`src/rtl/irq_pkg.sv`:
```
package irq_pkg;

  localparam int unsigned VEC_W = 16;

  // Vector address for a given rank: base plus a fixed stride per rank.
  function automatic logic [VEC_W-1:0] rank_vector(input logic [7:0] rank,
                                                   input logic [VEC_W-1:0] base,
                                                   input logic [VEC_W-1:0] step);
    return base + step * {{(VEC_W-8){1'b0}}, rank};
  endfunction

endpackage

```
`src/rtl/irq_ext_src.sv`:
```
module irq_ext_src (
  input  logic clk,
  input  logic rst_n,
  input  logic pin,
  input  logic edge_mode,
  input  logic clr,
  output logic flag,
  output logic req
);

  logic pin_d;
  logic fall;
  logic flag_nxt;
  logic flag_en;

  // Falling edge: previous sample high, present sample low.
  assign fall = edge_mode & pin_d & ~pin;

  always_comb begin
    flag_en  = fall | clr;
    flag_nxt = fall ? 1'b1 : 1'b0;
  end

  always_ff @(posedge clk or negedge rst_n) begin
    if (!rst_n) begin
      pin_d <= 1'b1;
    end else begin
      pin_d <= pin;
    end
  end

  always_ff @(posedge clk or negedge rst_n) begin
    if (!rst_n) begin
      flag <= 1'b0;
    end else if (flag_en) begin
      flag <= flag_nxt;
    end
  end

  assign req = edge_mode ? flag : ~pin;

endmodule

```
`src/rtl/irq_tmr_src.sv`:
```
module irq_tmr_src (
  input  logic clk,
  input  logic rst_n,
  input  logic set,
  input  logic clr,
  output logic flag
);

  logic flag_nxt;
  logic flag_en;

  always_comb begin
    flag_en  = set | clr;
    flag_nxt = set;
  end

  always_ff @(posedge clk or negedge rst_n) begin
    if (!rst_n) begin
      flag <= 1'b0;
    end else if (flag_en) begin
      flag <= flag_nxt;
    end
  end

endmodule

```
`src/rtl/irq_rank_sel.sv`:
```
module irq_rank_sel #(
  parameter int unsigned N     = 5,
  parameter int unsigned IDX_W = 3
) (
  input  logic [N-1:0]     pend,
  output logic             any,
  output logic [IDX_W-1:0] idx
);

  always_comb begin
    any = 1'b0;
    idx = '0;
    for (int i = N - 1; i >= 0; i--) begin
      if (pend[i]) begin
        any = 1'b1;
        idx = IDX_W'(i);
      end
    end
  end

endmodule

```
`src/rtl/irq_prio_ctrl.sv`:
```
module irq_prio_ctrl
  import irq_pkg::*;
#(
  parameter int unsigned N_PAIR   = 2,
  parameter logic [15:0] VEC_BASE = 16'h0003,
  parameter logic [15:0] VEC_STEP = 16'h0008
) (
  input  logic                      clk,
  input  logic                      rst_n,
  input  logic [N_PAIR-1:0]         ext_pin,
  input  logic [N_PAIR-1:0]         ext_mode,
  input  logic [N_PAIR-1:0]         tmr_ovf,
  input  logic                      ser_tx_done,
  input  logic                      ser_rx_done,
  input  logic [2*N_PAIR:0]         src_en,
  input  logic                      glob_en,
  input  logic                      irq_ack,
  input  logic                      irq_done,
  output logic                      irq_req,
  output logic [15:0]               irq_vec,
  output logic [N_PAIR-1:0]         edge_flag,
  output logic [N_PAIR-1:0]         tmr_flag
);

  localparam int unsigned NUM_SRC = 2 * N_PAIR + 1;
  localparam int unsigned IDX_W   = $clog2(NUM_SRC);
  localparam int unsigned SER_R   = NUM_SRC - 1;

  logic [NUM_SRC-1:0] raw;
  logic [NUM_SRC-1:0] pend;
  logic [NUM_SRC-1:0] clr;
  logic               any;
  logic [IDX_W-1:0]   win;
  logic               take;
  logic               busy;
  logic               busy_nxt;
  logic               busy_en;

  // Ranks interleave: 2k is external k, 2k+1 is timer k, last is serial.
  for (genvar p = 0; p < N_PAIR; p++) begin : g_pair
    irq_ext_src u_ext (
      .clk       (clk),
      .rst_n     (rst_n),
      .pin       (ext_pin[p]),
      .edge_mode (ext_mode[p]),
      .clr       (clr[2*p]),
      .flag      (edge_flag[p]),
      .req       (raw[2*p])
    );

    irq_tmr_src u_tmr (
      .clk   (clk),
      .rst_n (rst_n),
      .set   (tmr_ovf[p]),
      .clr   (clr[2*p+1]),
      .flag  (tmr_flag[p])
    );

    assign raw[2*p+1] = tmr_flag[p];
  end

  assign raw[SER_R] = ser_tx_done | ser_rx_done;

  assign pend = raw & src_en & {NUM_SRC{glob_en & ~busy}};

  irq_rank_sel #(
    .N     (NUM_SRC),
    .IDX_W (IDX_W)
  ) u_sel (
    .pend (pend),
    .any  (any),
    .idx  (win)
  );

  assign irq_req = any;
  assign irq_vec = any ? rank_vector(8'(win), VEC_BASE, VEC_STEP) : 16'h0000;
  assign take    = irq_ack & any;

  // Serial source has no hardware clear.
  always_comb begin
    clr = '0;
    for (int i = 0; i < NUM_SRC - 1; i++) begin
      clr[i] = take & (win == IDX_W'(i));
    end
  end

  always_comb begin
    busy_en  = take | irq_done;
    busy_nxt = take;
  end

  always_ff @(posedge clk or negedge rst_n) begin
    if (!rst_n) begin
      busy <= 1'b0;
    end else if (busy_en) begin
      busy <= busy_nxt;
    end
  end

endmodule

```
`config.mk`:
```
export PLATFORM = sky130hd
export DESIGN_NAME = irq_prio_ctrl
export DESIGN_NICKNAME = d
export VERILOG_FILES = /design/src/rtl/irq_pkg.sv /design/src/rtl/irq_ext_src.sv /design/src/rtl/irq_tmr_src.sv /design/src/rtl/irq_rank_sel.sv /design/src/rtl/irq_prio_ctrl.sv
export SDC_FILE = /design/constraint.sdc
export NUM_CORES = 1
export LEC_CHECK = 0
export BUFFER_PORTS_ARGS = -buffer_cell sky130_fd_sc_hd__buf_2
export CAP_MARGIN = 20
export CORE_MARGIN = 4
export CORE_UTILIZATION = 42
export DETAILED_ROUTE_END_ITERATION = 16
export PLACE_DENSITY = 0.79
export SYNTH_ARGS = -nofsm -noshare
export SYNTH_HDL_FRONTEND = slang
export SYNTH_SLANG_ARGS = --single-unit
```
`constraint.sdc`:
```
create_clock -name clk -period 3.5 [get_ports clk]
set_clock_uncertainty 0.1 [all_clocks]
set_input_delay 0.35 -clock clk [delete_from_list [all_inputs] [get_ports clk]]
set_output_delay 0.35 -clock clk [all_outputs]
set_load 0.05 [all_outputs]
```
==> metrics <==
sequential area share after synthesis 32.1%; GR Util met1 14.4%; Inserted Diodes 0; drt wl/cell 11.7 um; dpl ws 1.57 ns; worst min-delay path startpoint ext_pin[1]; Lkg Pwr 0.326 nW; Die ar. 1960 sq um; Layout Nets 100; CP Capture Type primary output; max incr delay on CP 0.42 ns; CP Launch Type register; busiest grt layer met2; clk root buf clkbuf_4; max cap viols 0; design area 653 sq um; worst path cell trace nand3b_1, o31ai_4, nand4b_1, buf_2; WHS 0.129 ns; vias in the first global route 403; Routed Antenna Nets 0; Top Family by Delay on Critical Path simple AND/OR/NAND/NOR gates; total negative slack 0 ns; initial antenna violation count 0; crit-path max FO 5; fin crit period 2.20 ns; CTS tree yes; status complete, no violations; clk buf depth 2; Layout Utilization 55.8%; hpwl dp 923 um; RSZ-0062 raised after global routing no; Min-Delay Path Class in2reg; first-pass detailed-route iteration total 3; slowest stage cell, crit path dfrtp_1; fraction of registers with async set/reset 100%; kind of critical path reg2out; M3 GR Usage 4.47%; die height 44.3 um; Initial Util 47.3%; reg2reg start busy; Residual DRC 0; CP arrival 1.75 ns; grt ovf 0; EDFF count, synth 0; Area Growth Syn to Fin 17.8%; post-DR vias/cell 4.76; Tot GR Track Use 12.1%; clk slew on worst S/H paths 0.05 ns; Final Slew Violations 0; synthesis-stage register bit count 7; Final Hold Viols 0; first-pass GRT wire length 1.75 mm; FMAX 0.455 GHz; largest net degree at the start of global routing 8; row count 12; I/O pins 39; # Post-CTS Setup Buffers 0; total power draw 0.337 mW; most frequent cell after synthesis buf_4; synthesized area per cell 9.90 sq um; gpl congestion 0.759; most used flip-flop cell after synthesis dfrtp_1; share of cells above drive strength 1 48.1%; commonest cells in the netlist buf_4 (17), dfrtp_1 (5), nand2_1 (3), nand4b_1 (3); Hold Path Cell Cnt 1; synth top area cells buf_4 (23%), dfrtp_1 (23%), dfstp_2 (9.5%); R2R Path End busy; Skew-Pair Late Insertion Delay 0.25 ns; Mapped Cells 56; VDD IR max 0.000239 V; post-synthesis cell type count 26; core area 1170 sq um; fillers 118; Cell Pwr Density 517 nW/um^2; CP Buf/Inv Count 1; I/O Buffers 27; Syn Std Cell Area 554 sq um; DRT iter0 DRCs 5; Detailed Route WL 1.11 mm; worst r2r path cells 4; post-route insts no fill 95; grt met2 use 20.3%; DIE WIDTH 44.3 um; final setup fails 0; share of the synthesized area in the top cell type 23.0%; clock sinks 7; period utilization 62.8%; worst setup margin 1.30 ns; H-tree depth 1; Cells after DPL 90; leading area contributor after synthesis buf_4; Worst R2R Setup Slack 1.98 ns; Yosys warning count 0; data required time of the worst path 3.05 ns; DP Area 617 sq um; CTS buffer count 3; Min-Delay Endpoint g_pair[1].u_ext.pin_d; Via Count 452
==> layer usage <==
metal	vias to the layer above	wire [um]
met3	0	174
met2	30	527
met5	-	0
met1	201	412
met4	0	0
li1	221	-
==> layout by cell type, fill, tap and decap left out, types with 2 or more instances in the layout <==
master / netlist / routed
buf_2: 0 / 27
conb_1: 1 / 11
dfrtp_1: 5 / 5
nand4b_1: 3 / 3
nand2_1: 3 / 3
clkbuf_4: 0 / 3
a21oi_1: 2 / 2
nor3_1: 2 / 2
inv_1: 2 / 2
o31ai_1: 2 / 2
o21ai_0: 2 / 2
dfstp_2: 2 / 2
==> flip-flops by register name, summed over array words and instances (netlist names) <==
| register | count |
|---|---|
| g_pair.u_ext.flag | 2 |
| g_pair.u_ext.pin_d | 2 |
| g_pair.u_tmr.flag | 2 |
| busy | 1 |
==> how the worst max path moves through the flow <==
stage                         startpoint    endpoint  slack (ns)  depth (start not counted)
floorplan           g_pair[1].u_ext.flag  irq_vec[5]        1.12                          4
global placement             ext_mode[0]  irq_vec[1]        1.60                          5
detailed placement           ext_mode[0]  irq_vec[0]        1.57                          5
CTS                                 busy  irq_vec[0]        1.29                          4
global route                        busy  irq_vec[1]        1.17                          4
finish                              busy  irq_vec[0]        1.30                          4
==> where the power goes <==
group / leakage [nW] / switching, mW / internal, mW / total [mW]
Sequential: 0.0726 / 0.00772 / 0.0915 / 0.0992
Combinational: 0.238 / 0.126 / 0.0407 / 0.167
Clock: 0.0150 / 0.0281 / 0.0434 / 0.0715
==> timing repair <==
action / in CTS / in global routing
hold buffers: 1 / 0
endpoints found under the hold margin: 5 / 0
gates resized for setup: 0 / 0
==> final cells by class <==
class	count	area, sq um	share of cell area (%)
Sequential cell	7	178	27.2
Inverter	2	7.51	1.15
Multi-Input combinational cell	40	279	42.7
Timing Repair Buffer	28	145	22.2
Tap cell	14	17.5	2.68
Clock buffer	4	26.3	4.02
==> kinds of logic (layout without fill, tap and decap cells) <==
logic type / count (synthesis) / count (layout) / synth area share, %
and+or+nand+nor: 17 / 17 / 22.6
other: 1 / 11 / 0.677
DFF: 7 / 7 / 32.1
buffers and inverters: 19 / 34 / 24.4
AOI/OAI and AO/OA: 12 / 12 / 20.3
No activity file was read; power rests on OpenSTA's default activity.
